[src/rtl/uart_irq_pkg.sv]
package uart_irq_pkg;

    typedef enum logic [2:0] {
        IT_NONE   = 3'h0,
        IT_TXMT   = 3'h1,
        IT_RXDATA = 3'h2,
        IT_LINE   = 3'h3,
        IT_TMO    = 3'h6
    } irq_type_e;

    typedef struct packed {
        logic line;
        logic rxrdy;
        logic tmo;
        logic txmt;
    } irq_src_t;

    typedef struct packed {
        logic line;
        logic rx;
        logic tx;
    } irq_en_t;

    typedef struct packed {
        logic [1:0] fifo_mode;
        logic [1:0] zero;
        irq_type_e  kind;
        logic       idle_n;
    } ident_byte_t;

    function automatic ident_byte_t build_ident(input logic fifo_on,
                                                input irq_type_e kind,
                                                input logic idle_n);
        ident_byte_t w;
        w.fifo_mode = fifo_on ? 2'b11 : 2'b00;
        w.zero      = 2'b00;
        w.kind      = kind;
        w.idle_n    = idle_n;
        return w;
    endfunction

endpackage

[src/rtl/uart_irq_fcr.sv]
module uart_irq_fcr #(
    parameter int CTL_W = 8
) (
    input  logic             clk,
    input  logic             rst,
    input  logic             wr_hit,
    input  logic [CTL_W-1:0] wdata,
    output logic [CTL_W-1:0] ctl_q
);

    always_ff @(posedge clk) begin
        if (rst)         ctl_q <= '0;
        else if (wr_hit) ctl_q <= wdata;
    end


    fcr_load_chk: assert property (@(posedge clk) disable iff (rst)
        wr_hit |=> ctl_q == $past(wdata));


    fcr_hold_chk: assert property (@(posedge clk) disable iff (rst)
        !wr_hit |=> $stable(ctl_q));

endmodule

[src/rtl/uart_irq_txmt.sv]
module uart_irq_txmt (
    input  logic clk,
    input  logic rst,
    input  logic empty_lvl,
    input  logic thr_wr,
    input  logic ack_rd,
    output logic pending
);

    logic empty_d;
    logic empty_rise;

    assign empty_rise = empty_lvl && !empty_d;

    always_ff @(posedge clk) begin
        if (rst) begin
            empty_d <= 1'b0;
            pending <= 1'b0;
        end else begin
            empty_d <= empty_lvl;
            if (empty_rise)            pending <= 1'b1;
            else if (thr_wr || ack_rd) pending <= 1'b0;
        end
    end


    txmt_set_chk: assert property (@(posedge clk) disable iff (rst)
        empty_rise |=> pending);


    txmt_thr_clear_chk: assert property (@(posedge clk) disable iff (rst)
        (thr_wr && !empty_rise) |=> !pending);


    txmt_no_level_set_chk: assert property (@(posedge clk) disable iff (rst)
        (!pending && $past(empty_lvl) && empty_lvl) |=> !pending);

endmodule

[src/rtl/uart_irq_arbiter.sv]
module uart_irq_arbiter
    import uart_irq_pkg::*;
(
    input  logic      clk,
    input  logic      rst,
    input  irq_src_t  src,
    input  irq_en_t   en,
    output irq_type_e kind,
    output logic      idle_n
);

    irq_src_t live;

    always_comb begin
        live.line  = src.line  && en.line;
        live.rxrdy = src.rxrdy && en.rx;
        live.tmo   = src.tmo   && en.rx;
        live.txmt  = src.txmt  && en.tx;
    end

    always_comb begin
        if (live.line)       kind = IT_LINE;
        else if (live.rxrdy) kind = IT_RXDATA;
        else if (live.tmo)   kind = IT_TMO;
        else if (live.txmt)  kind = IT_TXMT;
        else                 kind = IT_NONE;
        idle_n = (kind == IT_NONE);
    end


    arb_masked_quiet_chk: assert property (@(posedge clk) disable iff (rst)
        (en == 3'b000) |-> idle_n);


    arb_line_top_chk: assert property (@(posedge clk) disable iff (rst)
        (src.line && en.line) |-> (kind == IT_LINE));


    arb_txmt_last_chk: assert property (@(posedge clk) disable iff (rst)
        (kind == IT_TXMT) |-> !(src.line && en.line) && !(en.rx && (src.rxrdy || src.tmo)));

endmodule

[src/rtl/uart_irq_ident.sv]
module uart_irq_ident
    import uart_irq_pkg::*;
#(
    parameter int ADDR_W     = 3,
    parameter int DATA_W     = 32,
    parameter int IDENT_ADDR = 2
) (
    input  logic              clk,
    input  logic              rst,
    input  logic [ADDR_W-1:0] bus_addr,
    input  logic              bus_rd,
    input  logic              bus_wr,
    input  logic [7:0]        bus_wdata,
    output logic [DATA_W-1:0] bus_rdata,
    input  logic              line_err,
    input  logic              rx_ready,
    input  logic              char_tmo,
    input  logic              tx_empty,
    input  logic              thr_wr,
    input  logic              en_line,
    input  logic              en_rx,
    input  logic              en_tx,
    output logic [7:0]        fifo_ctl,
    output logic              irq
);

    localparam int PAD_W = DATA_W - 8;
    localparam logic [ADDR_W-1:0] SHARED = ADDR_W'(IDENT_ADDR);

    logic        hit;
    logic        rd_hit;
    logic        txmt_pend;
    logic        txmt_ack;
    irq_src_t    src;
    irq_en_t     en;
    irq_type_e   kind;
    logic        idle_n;
    ident_byte_t word;

    assign hit    = (bus_addr == SHARED);
    assign rd_hit = bus_rd && hit;

    uart_irq_fcr #(.CTL_W(8)) u_fcr (
        .clk   (clk),
        .rst   (rst),
        .wr_hit(bus_wr && hit),
        .wdata (bus_wdata),
        .ctl_q (fifo_ctl)
    );

    assign txmt_ack = rd_hit && (kind == IT_TXMT);

    uart_irq_txmt u_txmt (
        .clk      (clk),
        .rst      (rst),
        .empty_lvl(tx_empty),
        .thr_wr   (thr_wr),
        .ack_rd   (txmt_ack),
        .pending  (txmt_pend)
    );

    always_comb begin
        src.line  = line_err;
        src.rxrdy = rx_ready;
        src.tmo   = char_tmo;
        src.txmt  = txmt_pend;
        en.line   = en_line;
        en.rx     = en_rx;
        en.tx     = en_tx;
    end

    uart_irq_arbiter u_arb (
        .clk   (clk),
        .rst   (rst),
        .src   (src),
        .en    (en),
        .kind  (kind),
        .idle_n(idle_n)
    );

    assign word      = build_ident(fifo_ctl[0], kind, idle_n);
    assign bus_rdata = rd_hit ? {{PAD_W{1'b0}}, word} : '0;
    assign irq       = !idle_n;


    irq_matches_flag_chk: assert property (@(posedge clk) disable iff (rst)
        rd_hit |-> (bus_rdata[0] == !irq));


    fifo_bits_chk: assert property (@(posedge clk) disable iff (rst)
        rd_hit |-> (bus_rdata[7:6] == {2{fifo_ctl[0]}}) && (bus_rdata[5:4] == 2'b00));


    read_ack_chk: assert property (@(posedge clk) disable iff (rst)
        (rd_hit && bus_rdata[3:1] == 3'h1 && !thr_wr && !$rose(tx_empty)) |=> !irq || !(bus_rdata[3:1] == 3'h1) || !rd_hit);


    rdata_idle_chk: assert property (@(posedge clk) disable iff (rst)
        !rd_hit |-> (bus_rdata == '0));

endmodule

[config.mk]
export PLATFORM = sky130hd
export DESIGN_NAME = uart_irq_ident
export DESIGN_NICKNAME = d
export VERILOG_FILES = /design/src/rtl/uart_irq_pkg.sv /design/src/rtl/uart_irq_fcr.sv /design/src/rtl/uart_irq_txmt.sv /design/src/rtl/uart_irq_arbiter.sv /design/src/rtl/uart_irq_ident.sv
export SDC_FILE = /design/constraint.sdc
export NUM_CORES = 1
export LEC_CHECK = 0
export CAP_MARGIN = 20
export CORE_UTILIZATION = 27
export DETAILED_ROUTE_END_ITERATION = 10
export GPL_TIMING_DRIVEN = 0
export PLACE_DENSITY = 0.85
export REMOVE_ABC_BUFFERS = 1
export SLEW_MARGIN = 15
export SYNTH_ARGS = -nofsm -noshare
export SYNTH_HDL_FRONTEND = slang
export SYNTH_HIERARCHICAL = 1
export SYNTH_SLANG_ARGS = --single-unit
[constraint.sdc]
create_clock -name clk -period 1.25 [get_ports clk]
set_clock_uncertainty 0.15 [all_clocks]
set_input_delay 0.125 -clock clk [delete_from_list [all_inputs] [get_ports clk]]
set_output_delay 0.125 -clock clk [all_outputs]
set_load 0.05 [all_outputs]
### After elaboration in Yosys (flattened, before gate mapping)

Cells that the tools add are included.

* reductions and logical operators: 13
* eq/ne operators: 2
* muxes and demuxes: 8

Operators with widths (count)
* $mux 3: 3
* $logic_and 1x1->1: 8
* $mux 8: 1
* $eq 3x1->1 const B: 1
* $eq 3x2->1 const B: 1
* $logic_not 3->1: 1
* $mux 1: 3
* $logic_not 1->1: 2
* $mux 2: 1
* $reduce_bool 2->1: 1
* $logic_or 1x1->1: 1

* input bits: 23
* logic and storage cells: 26
* output and inout bits: 41
* register bits: 10

### Logic depth before layout (Yosys ltp)

* depth in word-level cells: 10
* mapped depth: 6
* gate-level depth less buffers: 6

### Cells and area by module

The synthesis kept the hierarchy.

Modules (own cells, without submodules)
* uart_irq_fcr: cells an instance 26, area each 285.3 sq um, instances 1, seq. area each 160.2 sq um
* uart_irq_ident: cells an instance 38, area each 282.8 sq um, instances 1, seq. area each 0.0 sq um
* uart_irq_txmt: cells an instance 6, area each 66.3 sq um, instances 1, seq. area each 40.0 sq um
* uart_irq_arbiter: cells an instance 7, area each 46.3 sq um, instances 1, seq. area each 0.0 sq um

### Worst setup path after synthesis

OpenSTA, ideal clock, no wires.

* kind: register to output
* start: register u_fcr.ctl_q[0]
* end: output port bus_rdata[7]
* arrival time: 1289 ps
* cell stages (with the launch flop): 3
* buffers on the path: 1
* path slack: -314 ps
* required time: 975 ps
* cells stage by stage: dfxtp_1 and2_2 buf_4

* cells in the longest elaborated chain, start to end: 2

RTL lines
* start: declaration: line uart_irq_fcr.sv:8 `output logic [CTL_W-1:0] ctl_q`
* start signal: assignment: line uart_irq_fcr.sv:13 `else if (wr_hit) ctl_q <= wdata;`
* $mux 2: line uart_irq_pkg.sv:35 `w.fifo_mode = fifo_on ? 2'b11 : 2'b00;`
* $mux 8: line uart_irq_ident.sv:82 `assign bus_rdata = rd_hit ? {{PAD_W{1'b0}}, word} : '0;`
* end: declaration: line uart_irq_ident.sv:14 `output logic [DATA_W-1:0] bus_rdata,`

Every way passes these cells.

### Final worst setup path

* start: register u_txmt.pending
* end: register u_txmt.pending

* cells in the longest elaborated chain, start to end: 9

RTL lines
* start: declaration: line uart_irq_txmt.sv:7 `output logic pending`
* start signal: assignment: line uart_irq_txmt.sv:18 `pending <= 1'b0;`
* start signal: assignment: line uart_irq_txmt.sv:21 `if (empty_rise) pending <= 1'b1;`
* start signal: assignment: line uart_irq_txmt.sv:22 `else if (thr_wr || ack_rd) pending <= 1'b0;`
* $logic_and 1x1->1: line uart_irq_arbiter.sv:18 `live.txmt = src.txmt && en.tx;`
* $mux 1: line uart_irq_arbiter.sv:25 `else if (live.txmt) kind = IT_TXMT;`
* $mux 3: line uart_irq_arbiter.sv:24 `else if (live.tmo) kind = IT_TMO;`
* $mux 3: line uart_irq_arbiter.sv:23 `else if (live.rxrdy) kind = IT_RXDATA;`
* $mux 3: line uart_irq_arbiter.sv:22 `if (live.line) kind = IT_LINE;`
* net kind[0]: line uart_irq_ident.sv:36 `irq_type_e kind;`
* $eq 3x1->1: line uart_irq_ident.sv:51 `assign txmt_ack = rd_hit && (kind == IT_TXMT);`
* $logic_and 1x1->1: line uart_irq_ident.sv:51
* net txmt_ack: line uart_irq_ident.sv:33 `logic txmt_ack;`
* $logic_or 1x1->1: line uart_irq_txmt.sv:22
* $reduce_bool 2->1 (no source line)

The timed path passes the listed nets, and every way through them passes these cells.
A chain may end at the register's enable or synchronous reset.

==> out/metrics.yaml <==
cp_max_fo: 3
hold_path.class: "in2reg"
avgSynthCellArea_um2: 8.84
max-cap-violations: 0
rsz0062_at_grt: "true"
antenna_found_initial: 0
routed_via_density: 3.97
h-tree-depth: 1
layout_setup_ws_ns: -0.164
final_core_util_pct: 43.4
drive_above_1_share_pct: 34.8
critPathArrivalTime_ns: 1.45
grt_pass1_wl_um: 2010
clk_latency_ns: 0.26
fmaxAchievable_mhz: 707
path_cells: "a32o_1 -> and3_1 -> or3b_1 -> a21oi_2"
die_x_um: 52.2
r2r_cells: 4
setup_tns_ns: -0.415
pwr_density_cell_nw_per_um2: 966
initial_core_util_pct: 29.6
post_drt_wl_per_cell_um: 9.48
max_stage_delay_ns: 0.36
vias: 568
worst_ep_required_time_ns: 1.29
hold_depth: 4
status: "complete, but fails checks"
leakagePower_nw: 0.487
clk_pin_slew_worst_paths_ns: 0.07
die_area_um2: 2730
numPortBuffers: 37
netlist_area_um2: 681
finalSetupViolCount: 4
die_y_um: 52.2
worst-path-stages: 4
synthToLayoutAreaGrowth_pct: 46.3
io-pin-count: 64
ys_types: 19
antenna_left: 0
slew_viol_final: 0
yosysSeqAreaShare_pct: 29.4
gp_congestion: 0.661
drc: 0
ir_drop_mv: 0.473
finalHoldViolations: 0
clk_path_buf_depth: 2
totalWireLength_um: 1360
row_count: 17
clock_sink_count: 10
cp_slowest_cell: "or3b_1"
drt_first_pass_iters: 4
violations: "setup timing"
cp_top_family: "simple AND/OR/NAND/NOR gates"
finalCritPeriodShare_pct: 113
grt_max_degree: 11
endpoint_kind: "register"
cts_tree: "yes"
synthCells: 77
ys_ff_latch: 10
diodes: 0
worst-path-buf-inv: 0
overflow: 0
track_usage_pct: 10.4
fillers: 231
crit_path_start_kind: "register"
holdBufCountCts: 0
cts-root-buf: "clkbuf_4"
synth_warnings: 6
nNetsFinal: 139
cts_buffers: 3
drt_iter0_drc: 7
first_global_vias: 478
post-route-min-period_ns: 1.41
design.core.area_um2: 2300
crit_type: "reg2reg"
[area by class of cell]
| cell class | count | area (um2) | share of cell area [%] |
|---|---|---|---|
| clock buffer | 4 | 36.3 | 3.64 |
| tap | 28 | 35.0 | 3.52 |
| inverter | 1 | 3.75 | 0.377 |
| timing repair buffer | 38 | 344 | 34.5 |
| sequential | 10 | 203 | 20.4 |
| multi-input combinational | 62 | 374 | 37.6 |
[flip-flops by register name, indices dropped and copies added (netlist names)]
name / cells
u_txmt/empty_d: 1
u_txmt/pending: 1
u_fcr/ctl_q: 8
[worst paths after layout]
path             startpoint             end  slack, ns
max          u_txmt/pending  u_txmt/pending      -0.16
max reg2reg  u_txmt/pending  u_txmt/pending      -0.16
min             bus_addr[0]  u_fcr/ctl_q[1]       0.27
min reg2reg  u_fcr/ctl_q[3]  u_fcr/ctl_q[3]       0.35
[per-layer routing]
metal / track usage [%] / up-vias / wire length, um / share of wire (%)
li1: - / 276 / - / -
met1: 9.93 / 245 / 453 / 33
met2: 19.4 / 47 / 751 / 55
met3: 4.64 / 0 / 150 / 11
met4: 3.95 / 0 / 0 / 0
met5: 0 / - / 0 / 0
[logic make-up after synthesis]
group | share of synthesized area, %
AOI/OAI and AO/OA | 3.49
buffers and inverters | 32.5
DFF | 29.4
muxes | 11.8
other | 0.551
and+or+nand+nor | 22.2
[cell usage after synthesis (all sizes together)]
library cell	number	area share (%)
nor2b	1	0.92
and4b	1	1.5
conb	1	0.55
and3	2	1.8
or3b	1	1.3
nand2	3	1.7
and4bb	2	3.7
buf	29	32
mux2i	8	12
nand2b	1	0.92
inv	1	0.55
a32o	1	1.5
a21oi	1	0.73
o21ai	1	1.3
dfxtp	10	29
and2	5	5.5
nor2	9	5.0
[cells in the final DEF, fill, tap and decap left out, types with 2 or more instances in the layout]
cell / count
and2_4: 5
buf_2: 10
buf_8: 7
clkbuf_2: 4
clkbuf_4: 3
clkdlybuf4s15_1: 2
clkdlybuf4s50_1: 12
conb_1: 26
dfxtp_1: 8
dfxtp_2: 2
mux2i_1: 8
nand2_1: 2
nor2_1: 9
[timing repair]
item | 4_1_cts | 5_1_grt
setup endpoints to repair | 24 | 10
buffers inserted | 0 | 1
resized for setup | 117 | 16
pin swaps | 6 | 6
[worst min-delay path, delay by kind of cell]
family / cells / cell delay [ns]
muxes: 1 / 0.13
and+or+nand+nor: 2 / 0.30
buffers and inverters: 1 / 0.08
[metrics by stage]
step                std cells  cell area [um2]  worst slack [ns]  hold WS [ns]  total power [mW]
floorplan                  73              557            -0.219        0.0441             0.580
global placement          138              962            -0.848         0.323             0.679
detailed placement        138              962            -0.890         0.339             0.682
CTS                       142              986            -0.162         0.264             0.979
global route              143              996            -0.217         0.277              1.01
finish                    143              996            -0.164         0.266             0.962
[power by group]
part / total, mW / switching, mW / leakage [nW] / internal (mW)
clock network: 0.286 / 0.109 / 0.0210 / 0.177
registers: 0.333 / 0.00471 / 0.0822 / 0.329
logic: 0.343 / 0.251 / 0.384 / 0.0919
(Power assumes the default switching activity.)
